`src/rtl/gpio_bank_pkg.sv`:
```
package gpio_bank_pkg;
  localparam int WORD_W = 32;
  localparam int NUM_FN = 7;

  typedef enum logic [2:0] {
    FN_LEVEL = 3'd0,
    FN_DIR   = 3'd1,
    FN_SET   = 3'd2,
    FN_CLR   = 3'd3,
    FN_RISE  = 3'd4,
    FN_FALL  = 3'd5,
    FN_STAT  = 3'd6
  } gpio_fn_e;
endpackage

```
`src/rtl/gpio_sync2.sv`:
```
module gpio_sync2 #(
  parameter int W = 32
) (
  input  logic         clk,
  input  logic         rst,
  input  logic [W-1:0] d,
  output logic [W-1:0] q
);
  logic [W-1:0] meta_q;

  always_ff @(posedge clk) begin
    if (rst) begin
      meta_q <= '0;
      q      <= '0;
    end else begin
      meta_q <= d;
      q      <= meta_q;
    end
  end
endmodule

```
`src/rtl/gpio_addr_decode.sv`:
```
module gpio_addr_decode
  import gpio_bank_pkg::*;
#(
  parameter int NW     = 2,
  parameter int ADDR_W = 6,
  parameter int IDX_W  = 1
) (
  input  logic [ADDR_W-1:0] addr,
  output gpio_fn_e          fn,
  output logic [IDX_W-1:0]  idx,
  output logic              hit
);
  localparam int WORD_AW = ADDR_W - 2;

  logic [WORD_AW-1:0] word;
  assign word = addr[ADDR_W-1:2];

  always_comb begin
    fn  = FN_LEVEL;
    idx = '0;
    hit = 1'b0;
    for (int f = 0; f < NUM_FN; f++) begin
      for (int w = 0; w < NW; w++) begin
        if (addr[1:0] == 2'b00 && word == WORD_AW'(f * NW + w)) begin
          fn  = gpio_fn_e'(3'(f));
          idx = IDX_W'(w);
          hit = 1'b1;
        end
      end
    end
  end
endmodule

```
`src/rtl/gpio_edge_word.sv`:
```
module gpio_edge_word #(
  parameter int W = 32
) (
  input  logic         clk,
  input  logic         rst,
  input  logic [W-1:0] lvl,
  input  logic [W-1:0] rise_en,
  input  logic [W-1:0] fall_en,
  input  logic [W-1:0] clr_mask,
  output logic [W-1:0] status,
  output logic [W-1:0] status_next
);
  logic [W-1:0] prev_q;
  logic [W-1:0] hit;

  assign hit         = (lvl & ~prev_q & rise_en) | (~lvl & prev_q & fall_en);
  assign status_next = (status & ~clr_mask) | hit;

  always_ff @(posedge clk) begin
    if (rst) begin
      prev_q <= '0;
      status <= '0;
    end else begin
      prev_q <= lvl;
      status <= status_next;
    end
  end

  // a detected edge always leaves its bit set
  p_edge_sets_r7: assert property (@(posedge clk) disable iff (rst)
    (hit != '0) |=> ((status & $past(hit)) == $past(hit)));

  // a cleared bit with no concurrent edge drops
  p_w1c_clears_r10: assert property (@(posedge clk) disable iff (rst)
    ((clr_mask & ~hit) != '0) |=> ((status & $past(clr_mask & ~hit)) == '0));

  // a bit only rises on an enabled edge
  p_no_spurious_r9: assert property (@(posedge clk) disable iff (rst)
    1'b1 |=> ((status & ~$past(status) & ~$past(hit)) == '0));
endmodule

```
`src/rtl/gpio_bank_ctrl.sv`:
```
module gpio_bank_ctrl
  import gpio_bank_pkg::*;
#(
  parameter int NUM_PINS = 64,
  parameter int NW       = NUM_PINS / WORD_W,
  parameter int ADDR_W   = $clog2(NUM_FN * NW * 4)
) (
  input  logic                clk,
  input  logic                rst,
  input  logic                wr_en,
  input  logic                rd_en,
  input  logic [ADDR_W-1:0]   addr,
  input  logic [WORD_W-1:0]   wdata,
  output logic [WORD_W-1:0]   rdata,
  input  logic [NUM_PINS-1:0] pin_in,
  output logic [NUM_PINS-1:0] pin_out,
  output logic [NUM_PINS-1:0] pin_oe,
  output logic                irq
);
  localparam int IDX_W = (NW > 1) ? $clog2(NW) : 1;

  gpio_fn_e            fn;
  logic [IDX_W-1:0]    idx;
  logic                hit;
  logic [NUM_PINS-1:0] lvl_sync;
  logic [NUM_PINS-1:0] rise_q, fall_q;
  logic [NUM_PINS-1:0] status, status_next;
  logic [NW-1:0]       set_hit, clr_hit, dir_hit, stat_hit;

  gpio_addr_decode #(.NW(NW), .ADDR_W(ADDR_W), .IDX_W(IDX_W)) u_dec (
    .addr(addr), .fn(fn), .idx(idx), .hit(hit)
  );

  gpio_sync2 #(.W(NUM_PINS)) u_sync (
    .clk(clk), .rst(rst), .d(pin_in), .q(lvl_sync)
  );

  for (genvar w = 0; w < NW; w++) begin : g_word
    logic sel;
    assign sel         = wr_en && hit && (idx == IDX_W'(w));
    assign set_hit[w]  = sel && fn == FN_SET;
    assign clr_hit[w]  = sel && fn == FN_CLR;
    assign dir_hit[w]  = sel && fn == FN_DIR;
    assign stat_hit[w] = sel && fn == FN_STAT;

    always_ff @(posedge clk) begin
      if (rst) begin
        pin_out[w*WORD_W +: WORD_W] <= '0;
        pin_oe [w*WORD_W +: WORD_W] <= '0;
        rise_q [w*WORD_W +: WORD_W] <= '0;
        fall_q [w*WORD_W +: WORD_W] <= '0;
      end else if (sel) begin
        case (fn)
          FN_DIR:  pin_oe [w*WORD_W +: WORD_W] <= wdata;
          FN_SET:  pin_out[w*WORD_W +: WORD_W] <= pin_out[w*WORD_W +: WORD_W] | wdata;
          FN_CLR:  pin_out[w*WORD_W +: WORD_W] <= pin_out[w*WORD_W +: WORD_W] & ~wdata;
          FN_RISE: rise_q [w*WORD_W +: WORD_W] <= wdata;
          FN_FALL: fall_q [w*WORD_W +: WORD_W] <= wdata;
          default: ;
        endcase
      end
    end

    gpio_edge_word #(.W(WORD_W)) u_edge (
      .clk        (clk),
      .rst        (rst),
      .lvl        (lvl_sync[w*WORD_W +: WORD_W]),
      .rise_en    (rise_q[w*WORD_W +: WORD_W]),
      .fall_en    (fall_q[w*WORD_W +: WORD_W]),
      .clr_mask   (stat_hit[w] ? wdata : '0),
      .status     (status[w*WORD_W +: WORD_W]),
      .status_next(status_next[w*WORD_W +: WORD_W])
    );

    // every 1 written to the set word appears on pin_out
    p_set_high_r3: assert property (@(posedge clk) disable iff (rst)
      set_hit[w] |=> ((pin_out[w*WORD_W +: WORD_W] & $past(wdata)) == $past(wdata)));

    // every 1 written to the clear word lowers pin_out
    p_clr_low_r4: assert property (@(posedge clk) disable iff (rst)
      clr_hit[w] |=> ((pin_out[w*WORD_W +: WORD_W] & $past(wdata)) == '0));
  end

  logic [WORD_W-1:0] rd_word;
  always_comb begin
    rd_word = '0;
    if (hit) begin
      case (fn)
        FN_LEVEL:       rd_word = lvl_sync[idx*WORD_W +: WORD_W];
        FN_DIR:         rd_word = pin_oe  [idx*WORD_W +: WORD_W];
        FN_SET, FN_CLR: rd_word = pin_out [idx*WORD_W +: WORD_W];
        FN_RISE:        rd_word = rise_q  [idx*WORD_W +: WORD_W];
        FN_FALL:        rd_word = fall_q  [idx*WORD_W +: WORD_W];
        FN_STAT:        rd_word = status  [idx*WORD_W +: WORD_W];
        default:        rd_word = '0;
      endcase
    end
  end

  always_ff @(posedge clk) begin
    if (rst) begin
      rdata <= '0;
      irq   <= 1'b0;
    end else begin
      if (rd_en) rdata <= rd_word;
      irq <= |status_next;
    end
  end

  // direction only moves on a direction write
  p_oe_hold_r5: assert property (@(posedge clk) disable iff (rst)
    (dir_hit == '0) |=> $stable(pin_oe));

  // interrupt tracks the OR of all status words
  p_irq_any_r12: assert property (@(posedge clk) disable iff (rst)
    1'b1 |-> (irq == (|status)));
endmodule

```
`config.mk`:
```
export PLATFORM = sky130hd
export DESIGN_NAME = gpio_bank_ctrl
export DESIGN_NICKNAME = d
export VERILOG_FILES = /design/src/rtl/gpio_bank_pkg.sv /design/src/rtl/gpio_sync2.sv /design/src/rtl/gpio_addr_decode.sv /design/src/rtl/gpio_edge_word.sv /design/src/rtl/gpio_bank_ctrl.sv
export SDC_FILE = /design/constraint.sdc
export NUM_CORES = 1
export LEC_CHECK = 0
export ABC_AREA = 1
export ABC_CLOCK_PERIOD_IN_PS = 5600
export BUFFER_PORTS_ARGS = -buffer_cell sky130_fd_sc_hd__buf_2
export CAP_MARGIN = 10
export CORE_MARGIN = 5
export CORE_UTILIZATION = 63
export CTS_CLUSTER_SIZE = 14
export DETAILED_ROUTE_END_ITERATION = 10
export PLACE_DENSITY = 0.85
export SLEW_MARGIN = 20
export SYNTH_ARGS = -nofsm -noshare
export SYNTH_HDL_FRONTEND = slang
export SYNTH_SLANG_ARGS = --single-unit
export TNS_END_PERCENT = 10
```
`constraint.sdc`:
```
create_clock -name clk -period 5.6 [get_ports clk]
set_input_delay 1.12 -clock clk [delete_from_list [all_inputs] [get_ports clk]]
set_output_delay 1.12 -clock clk [all_outputs]
set_load 0.01 [all_outputs]
```
==> results.yml <==
pwr:
  peakVddDrop_mv: 0.262
  p_leak_nw: 10.6
  total_power_mw: 8.14
  powerDensity_mw_per_mm2: 318
timing:
  fin_crit_sh_pct: 69.9
  fin_skew_ps: 9.03
  setup_viol: 0
  rsz0062_at_grt: "no"
  finalSetupTns_ps: 0
  worst_slew_margin_rel_pct: 24.4
  min_period_ps: 3920
  holdWs_ps: 396
  drv_slew: 0
  hold_viol_final: 0
  fmaxAchievable_mhz: 255
  worstMarginPinSlew_ps: 1130
finish:
  syn2layout_area_growth_pct: 14.1
  utilization_pct: 72.4
  drive_gt1_share_pct: 18.3
  fill_cells: 2673
  nets: 3103
worst_setup_path:
  crit_arrival_ps: 4390
  r2r_cells: 10
  crit_start: "addr[1]"
  path_max_fanout: 64
  r2r-start: "u_sync.q[63]$_SDFF_PP0_"
  critPathMaxStageDelay_ps: 860
  path_cells: "buf_2 -> nor2_4 -> nand2_4 -> nor2_8 -> nor2_2 -> inv_2 -> nand2_2 -> inv_2 -> buf_4 -> nand2_4 -> nor2_8 -> nor2_1 -> a211oi_1"
  cp-end-kind: "flip-flop"
  endpoint: "pin_oe[34]$_SDFFE_PP0P_"
  crit_path_top_delay_cell: "nor2_8"
  rrSetupSlack_ps: 3780
  start_kind: "primary input"
  critPathKind: "in2reg"
  worstPathRequired_ps: 6070
  r2r-end: "irq$_SDFF_PP0_"
place:
  portBuffers: 266
  place.gp.congestion: 0.942
  dp.final_hpwl_um: 44700
floorplanning:
  start_util_pct: 63.5
  core_mm2: 0.0354
  dieArea_mm2: 0.0395
  die_x_um: 199
  pin_count: 267
  die_y_um: 199
  num_rows: 69
yosys:
  async_flop_share_pct: 0
  yosysWarnings: 0
  synth_top_area_cell: "dfxtp_1"
  synth_flop_cell: "dfxtp_1"
  synth.area.top_cells: "dfxtp_1 (49%), nor2_1 (9.7%), nand2_1 (6.6%)"
  post-synth-top-area-fraction_pct: 48.6
  ys_seq_area_share_pct: 48.6
  synth_edf_count: 0
  yosysMostFrequentCell: "nor2_1"
  syn-instance-count: 2824
  ys_ff_latch: 545
  netlist_area_mm2: 0.0225
  synthDistinctLibCells: 36
  avgSynthCellArea_um2: 7.96
  syn_nets: 2930
  synthTopCellsByCount: "nor2_1 (581), dfxtp_1 (545), nand2_1 (395), inv_1 (305), a21oi_1 (156)"
cts:
  cts_setup_buffers: 0
  hold_buffers: 0
  insertion_delay_ps: 600
  htreeDepth: 2
  cts_buffers: 54
  cts.sinks: 545
  clk_pin_slew_ps: 60
  cts_tree: "done"
  cts-root-buf: "clkbuf_16"
  clockBufferDepth: 3
  post_cts_resized: 0
min_path:
  holdCritPathClass: "reg2reg"
  worstHoldStart: "u_sync.meta_q[48]$_SDFF_PP0_"
drt:
  drtPass1Iterations: 9
  drc: 0
  drt-initial-drc-count: 2537
  dr_total_vias: 20900
  avgRoutedWirePerCell_um: 19.8
  viasPerCell: 5.98
  antenna_left: 0
  wl_um: 69200
global_routing:
  grt_max_degree: 158
  antenna_found_initial: 3
  track_usage_pct: 33.4
  grt_pass1_wl_um: 105000
  overflow: 0
  grt_pass1_vias: 19800
outcome:
  outcome: "complete, no violations"
flow_run:
  maxCapViolations: 0
==> per-layer routing <==
metal  track usage, %  part of all wire (%)
met1             44.9                    38
met2             51.0                    44
met3             7.47                    12
met4             17.1                   5.3
met5                0                     0
==> stage by stage <==
step	std cells	setup WS [ps]	cell area (µm²)
after CTS	3496	1830	25600
after global routing	3498	1530	25600
after detailed placement	3402	1230	23800
after floorplan	2824	2960	22500
final	3499	1680	25600
after global placement	3402	1370	23800
==> cells by family after synthesis <==
logic type / count (synthesis) / synth area share [%]
compound gates: 623 / 20.6
buf+inv: 493 / 9.17
flops: 545 / 48.6
simple gates: 1163 / 21.6
==> report_power, final <==
| group | internal (mW) | switching, mW | leakage [nW] |
|---|---|---|---|
| clock network | 2.26 | 1.50 | 0.922 |
| registers | 3.94 | 0.0342 | 4.42 |
| logic | 0.0919 | 0.315 | 5.29 |
| total | 6.29 | 1.85 | 10.6 |
==> worst min-delay path by stage <==
| stage | endpoint | slack (ps) | cells past startpoint |
|---|---|---|---|
| finish | u_sync.q[48]$_SDFF_PP0_ | 400 | 2 |
| global placement | u_sync.q[55]$_SDFF_PP0_ | 390 | 2 |
| detailed placement | u_sync.q[54]$_SDFF_PP0_ | 390 | 2 |
| floorplan | u_sync.q[0]$_SDFF_PP0_ | 390 | 2 |
| global route | u_sync.q[54]$_SDFF_PP0_ | 420 | 2 |
| CTS | u_sync.q[48]$_SDFF_PP0_ | 400 | 2 |
==> critical path, delay by kind of cell <==
kind / cells / cell delay [ps]
simple gates: 8 / 2190
compound gates: 1 / 280
buf+inv: 4 / 690
==> area by class of cell <==
type,instances,area [µm²],area share [%]
Multi-Input combinational cell,1786,9510,37.1
Antenna cell,3,7.51,0.0293
Inverter,320,1200,4.69
Sequential cell,545,10900,42.6
Tap cell,461,577,2.25
Clock buffer,84,1710,6.66
Clock inverter,10,150,0.586
Timing Repair Buffer,290,1570,6.13
==> cell usage in the layout (no fill, tap or decap), types with 31 or more instances in the layout <==
cell and n:
nand2_1 394, nor2_1 580, dfxtp_1 545, a31oi_1 65
buf_2 265, nand4_1 60, a21oi_1 156, nor3_1 31
a211oi_2 114, inv_1 304, o21ai_0 58, nand3_1 46
nand2_2 34, clkbuf_16 57, a211oi_1 155
(Power assumes the default switching activity.)
